**src/rtl/trig_stamp_pkg.sv**
```systemverilog
package trig_stamp_pkg;

  // Per-cycle action a capture channel takes, in priority order.
  typedef enum logic [1:0] {
    ACT_HOLD  = 2'd0,
    ACT_CLEAR = 2'd1,
    ACT_ARM   = 2'd2,
    ACT_TAKE  = 2'd3
  } chan_act_e;

  function automatic chan_act_e pick_action(input logic clr_i, input logic arm_i,
                                            input logic armed_i, input logic hit_i);
    if (clr_i)               return ACT_CLEAR;
    else if (arm_i)          return ACT_ARM;
    else if (armed_i && hit_i) return ACT_TAKE;
    else                     return ACT_HOLD;
  endfunction

endpackage

```
**src/rtl/trig_stamp_subsec.sv**
```systemverilog
module trig_stamp_subsec #(
  parameter int TICKS = 10_000_000,
  localparam int CW   = $clog2(TICKS)
) (
  input  logic          clk,
  input  logic          rst_n,
  input  logic          pps,
  output logic [CW-1:0] cnt
);

  localparam logic [CW-1:0] LAST = CW'(TICKS - 1);

  always_ff @(posedge clk or negedge rst_n) begin
    if (!rst_n)           cnt <= '0;
    else if (pps)         cnt <= '0;
    else if (cnt == LAST) cnt <= '0;
    else                  cnt <= cnt + 1'b1;
  end

  // the count stays inside one second's worth of ticks
  p_range_r1: assert property (@(posedge clk) disable iff (!rst_n) cnt <= LAST);

  // one tick per cycle between restarts
  p_step_r1: assert property (@(posedge clk) disable iff (!rst_n)
    (!pps && cnt != LAST) |=> (cnt == $past(cnt) + 1'b1));

  // the strobe restarts the count
  p_restart_r2: assert property (@(posedge clk) disable iff (!rst_n) pps |=> (cnt == '0));

endmodule

```
**src/rtl/trig_stamp_sync.sv**
```systemverilog
module trig_stamp_sync #(
  parameter int STAGES = 2
) (
  input  logic clk,
  input  logic rst_n,
  input  logic din,
  output logic rise
);

  logic [STAGES-1:0] chain;
  logic              hist;

  always_ff @(posedge clk or negedge rst_n) begin
    if (!rst_n) begin
      chain <= '0;
      hist  <= 1'b0;
    end else begin
      chain <= {chain[STAGES-2:0], din};
      hist  <= chain[STAGES-1];
    end
  end

  assign rise = chain[STAGES-1] & ~hist;

  // a detected edge lasts exactly one cycle, so a held-high line fires once
  p_one_shot_r5: assert property (@(posedge clk) disable iff (!rst_n) rise |=> !rise);

endmodule

```
**src/rtl/trig_stamp_chan.sv**
```systemverilog
module trig_stamp_chan
  import trig_stamp_pkg::*;
#(
  parameter int SEC_W = 32,
  parameter int CW    = 24
) (
  input  logic             clk,
  input  logic             rst_n,
  input  logic             arm,
  input  logic             clr,
  input  logic             hit,
  input  logic [SEC_W-1:0] cap_sec,
  input  logic [CW-1:0]    cap_sub,
  output logic             valid,
  output logic [SEC_W-1:0] sec,
  output logic [CW-1:0]    sub
);

  logic      armed;
  chan_act_e act;

  assign act = pick_action(clr, arm, armed, hit);

  always_ff @(posedge clk or negedge rst_n) begin
    if (!rst_n) begin
      armed <= 1'b0;
      valid <= 1'b0;
      sec   <= '0;
      sub   <= '0;
    end else begin
      unique case (act)
        ACT_CLEAR: begin
          armed <= 1'b0;
          valid <= 1'b0;
        end
        ACT_ARM: begin
          armed <= 1'b1;
          valid <= 1'b0;
        end
        ACT_TAKE: begin
          armed <= 1'b0;
          valid <= 1'b1;
          sec   <= cap_sec;
          sub   <= cap_sub;
        end
        default: ;
      endcase
    end
  end

  // a stamp only appears on an armed channel that saw an edge
  p_needs_arm_r4: assert property (@(posedge clk) disable iff (!rst_n)
    $rose(valid) |-> ($past(armed) && $past(hit)));

  // a held stamp does not move until a command arrives
  p_frozen_r6: assert property (@(posedge clk) disable iff (!rst_n)
    (valid && !arm && !clr) |=> (valid && $stable(sec) && $stable(sub)));

  // arming drops the flag and leaves the channel armed
  p_arm_r7: assert property (@(posedge clk) disable iff (!rst_n)
    (arm && !clr) |=> (!valid && armed));

  // clearing drops the flag and disarms, even with arm present
  p_clr_r7: assert property (@(posedge clk) disable iff (!rst_n)
    clr |=> (!valid && !armed));

endmodule

```
**src/rtl/trig_stamp.sv**
```systemverilog
module trig_stamp #(
  parameter int NCH         = 2,
  parameter int SEC_W       = 32,
  parameter int TICKS       = 10_000_000,
  parameter int SYNC_STAGES = 2,
  localparam int CW         = $clog2(TICKS)
) (
  input  logic                 clk,
  input  logic                 rst_n,
  input  logic                 pps,
  input  logic [SEC_W-1:0]     rtc_sec,
  input  logic [NCH-1:0]       trig_raw,
  input  logic [NCH-1:0]       arm,
  input  logic [NCH-1:0]       clr,
  output logic [NCH-1:0]       ts_valid,
  output logic [NCH*SEC_W-1:0] ts_sec,
  output logic [NCH*CW-1:0]    ts_sub
);

  logic [CW-1:0] tick;

  trig_stamp_subsec #(.TICKS(TICKS)) u_subsec (
    .clk   (clk),
    .rst_n (rst_n),
    .pps   (pps),
    .cnt   (tick)
  );

  // Time pair delayed by the synchronizer depth, so that a detected edge
  // meets the time of the cycle in which its line was first sampled.
  logic [SEC_W-1:0] dl_sec [SYNC_STAGES];
  logic [CW-1:0]    dl_sub [SYNC_STAGES];

  for (genvar g = 0; g < SYNC_STAGES; g++) begin : g_dly
    always_ff @(posedge clk or negedge rst_n) begin
      if (!rst_n) begin
        dl_sec[g] <= '0;
        dl_sub[g] <= '0;
      end else if (g == 0) begin
        dl_sec[g] <= rtc_sec;
        dl_sub[g] <= tick;
      end else begin
        dl_sec[g] <= dl_sec[(g == 0) ? 0 : g-1];
        dl_sub[g] <= dl_sub[(g == 0) ? 0 : g-1];
      end
    end
  end

  for (genvar c = 0; c < NCH; c++) begin : g_ch
    logic hit;

    trig_stamp_sync #(.STAGES(SYNC_STAGES)) u_sync (
      .clk   (clk),
      .rst_n (rst_n),
      .din   (trig_raw[c]),
      .rise  (hit)
    );

    trig_stamp_chan #(.SEC_W(SEC_W), .CW(CW)) u_chan (
      .clk     (clk),
      .rst_n   (rst_n),
      .arm     (arm[c]),
      .clr     (clr[c]),
      .hit     (hit),
      .cap_sec (dl_sec[SYNC_STAGES-1]),
      .cap_sub (dl_sub[SYNC_STAGES-1]),
      .valid   (ts_valid[c]),
      .sec     (ts_sec[c*SEC_W +: SEC_W]),
      .sub     (ts_sub[c*CW +: CW])
    );

    // commands on other channels never drop this channel's stamp
    p_isolated_r9: assert property (@(posedge clk) disable iff (!rst_n)
      (ts_valid[c] && !arm[c] && !clr[c]) |=> ts_valid[c]);
  end

endmodule

```
**config.mk**
```make
export PLATFORM = sky130hd
export DESIGN_NAME = trig_stamp
export DESIGN_NICKNAME = d
export VERILOG_FILES = /design/src/rtl/trig_stamp_pkg.sv /design/src/rtl/trig_stamp_subsec.sv /design/src/rtl/trig_stamp_sync.sv /design/src/rtl/trig_stamp_chan.sv /design/src/rtl/trig_stamp.sv
export SDC_FILE = /design/constraint.sdc
export NUM_CORES = 1
export LEC_CHECK = 0
export BUFFER_PORTS_ARGS = -buffer_cell sky130_fd_sc_hd__buf_2
export CAP_MARGIN = 10
export CELL_PAD_IN_SITES_DETAIL_PLACEMENT = 2
export CELL_PAD_IN_SITES_GLOBAL_PLACEMENT = 2
export CORE_MARGIN = 3
export CORE_UTILIZATION = 42
export CTS_CLUSTER_SIZE = 30
export DETAILED_ROUTE_END_ITERATION = 16
export PLACE_DENSITY = 0.84
export SLEW_MARGIN = 20
export SYNTH_ARGS = -nofsm -noshare
export SYNTH_HDL_FRONTEND = slang
export SYNTH_SLANG_ARGS = --single-unit
```
**constraint.sdc**
```tcl
create_clock -name clk -period 4.95 [get_ports clk]
set_clock_uncertainty 0.2 [all_clocks]
set_input_delay 0.99 -clock clk [delete_from_list [all_inputs] [get_ports clk]]
set_output_delay 0.99 -clock clk [all_outputs]
set_load 0.05 [all_outputs]
```
==> metrics.cfg <==
[min_path]
hp-class=flop to flop

[timing]
setup_viol=0
slew_headroom_pct=28.78
grt_setup_unrepaired=false
min_period_ns=2.534
slew_violations=0
worst_pin_slew_ns=1.068
fmax_mhz=394.7
tns_ns=0
period_share_pct=51.19
hold_viol_final=0

[final_layout]
area_growth_pct=25.41
final_cells=962
antennaDiodeCount=0
final_common_cell=dfrtp_1
final_cell_mix=dfrtp_1, buf_2, mux2_2, clkbuf_16, nor2_1
fillers=1787
drive_gt1_share_pct=47.35
layout.nets=717

[critical_path]
cp_max_fo=6
startpoint_type=flop
endpoint_kind=flop
arrival_ns=2.78
path_class=flop to flop
cp_data_required_time_ns=5.20

[clock_network]
insertion_delay_ns=0.53
path_clk_slew_ns=0.07
postCtsSetupRepairBufs=0
max-clock-path-buffers=3
cts-resized-gates=0
htreeDepth=1
cts_root_buffer=clkbuf_16
cts_buffers=28
cts_hold_buf=0
cts_num_sinks=258
cts_tree=yes

[drt]
vias=4892
vias_per_cell=5.085
drtAntennaViolNets=0
drt-total-wl_mm=24.15
drc=0
drtIter0Drc=202
wl_per_cell_um=25.10
drt_pass1_iterations=4

[job]
cap_violations=0

[die]
die_y_um=148.2
start_util_pct=43.20
die-area_sq_mm=0.02196
core_sq_mm=0.01965
row_count=51
ios=155
die_w_um=148.2

[logic_synthesis]
synth_seq_area_share_pct=76.04
ys_types=30
syn_area_sq_mm=0.008491
postSynthAreaPerCell_sq_um=16.88
synth_seq_cells=258
synth_warnings=0
synth_fp_nets=545
netlist_instances=503

[placed_design]
gp_congestion=0.7564
dp_hpwl_mm=13.63
port_buffers=154
dp.cells=910

[power_and_ir_drop]
power_density_mw_per_mm2=520.4
power_leakage_nw=5.417
ir_drop_mv=0.2143
p_total_mw=5.541

[global_routing]
grt_overflow=0
grt_pass1_vias=5855
grt_pass1_wl_mm=37.76
antenna_found_initial=0
track_usage_pct=22.41
grt_max_degree=133

[status]
status=complete, no violations

-- worst max-delay path, stage by stage (launching register included) --
cell,delay (ns)
dfrtp_1,0.41
ha_1,0.28
nand3_1,0.23
or4_4,0.61
or4_1,0.55
a21oi_1,0.17
-- cell type report --
cell class | instances | area (sq um) | share of cell area (%)
timing repair buffer | 158 | 823.3 | 7.732
clock buffer | 36 | 812.0 | 7.626
inverter | 5 | 18.77 | 0.1763
clock inverter | 16 | 246.5 | 2.315
tap | 265 | 331.6 | 3.114
multi-input combinational | 224 | 1959 | 18.40
sequential | 258 | 6456 | 60.63
-- sequential cells by signal, indices dropped and copies added, names as in the netlist --
register / count
dl_sec: 64
dl_sub: 48
g_ch.u_sync.chain: 4
g_ch.u_chan.valid: 2
g_ch.u_chan.armed: 2
u_subsec.cnt: 24
g_ch.u_chan.sub: 48
g_ch.u_sync.hist: 2
g_ch.u_chan.sec: 64
-- kinds of logic after synthesis --
family                     count (synthesis)  synth area share [%]
AOI/OAI and AO/OA                         23                 1.562
xor gates and xnor gates                  13                 1.341
adders and majority gates                  1                0.1473
buffers and inverters                     21                 1.105
DFF                                      258                 76.04
muxes                                    112                 14.85
and+or+nand+nor                           75                 4.951
-- cells in the mapped netlist --
master	n	share of area, %
ha_1	1	0.15
nor4b_1	2	0.21
o21bai_1	1	0.088
or3_2	1	0.088
nor3_1	3	0.18
mux2_2	112	15
and3_1	4	0.29
nor4_1	5	0.37
xnor2_1	10	1.0
a21oi_1	11	0.65
nand4_4	1	0.25
buf_6	1	0.13
o21ai_0	5	0.29
and4_2	1	0.12
or4_2	1	0.10
buf_4	2	0.18
o31ai_1	4	0.35
inv_1	5	0.22
nand2_1	7	0.31
nor2_1	22	0.97
or4_4	2	0.27
nand4_1	4	0.29
or4_1	4	0.35
nand3_1	12	0.71
o21a_1	2	0.18
xor2_1	3	0.31
or3_1	4	0.29
clkbuf_1	13	0.57
nand2b_1	2	0.15
dfrtp_1	258	76
-- routing by layer --
metal	share of wire [%]	up-vias	global-route usage [%]	wire length, um
met4	1.7	0	5.681	410
met5	0	-	0	0
met1	39	2615	27.52	9440
met3	5.5	33	4.662	1328
li1	-	2096	-	-
met2	54	148	40.56	12970
-- through the flow --
stage	worst slack [ns]	hold slack, ns	utilization, %	area, sq um
after floorplan	2.509	0.1312	-	8491
after global placement	1.893	0.1326	48.74	9579
after detailed placement	1.808	0.1364	48.74	9579
after global routing	2.253	0.1509	54.18	10650
final	2.416	0.1454	54.18	10650
after CTS	2.230	0.1439	54.13	10640
-- power by group --
group / total [mW] / switching [mW] / leakage [nW] / internal [mW]
clock network: 2.34 / 0.872 / 0.521 / 1.47
registers: 2.37 / 0.106 / 3.34 / 2.27
logic: 0.822 / 0.628 / 1.55 / 0.193
-- worst paths after layout --
| kind | slack, ns | start | depth (start not counted) | to |
|---|---|---|---|---|
| worst min register to register | 0.15 | dl_sub[40] | 0 | dl_sub[16] |
| worst max-delay path | 2.42 | u_subsec.cnt[0] | 5 | u_subsec.cnt[22] |
| max in group asynchronous | 3.07 | rst_n | 2 | g_ch[0].u_chan.sec[18] |
| worst max register to register | 2.42 | u_subsec.cnt[0] | 5 | u_subsec.cnt[22] |
| min in group asynchronous | 0.35 | rst_n | 1 | dl_sec[63] |
| worst min-delay path | 0.15 | dl_sub[40] | 0 | dl_sub[16] |
No activity file was read; power rests on OpenSTA's default activity.
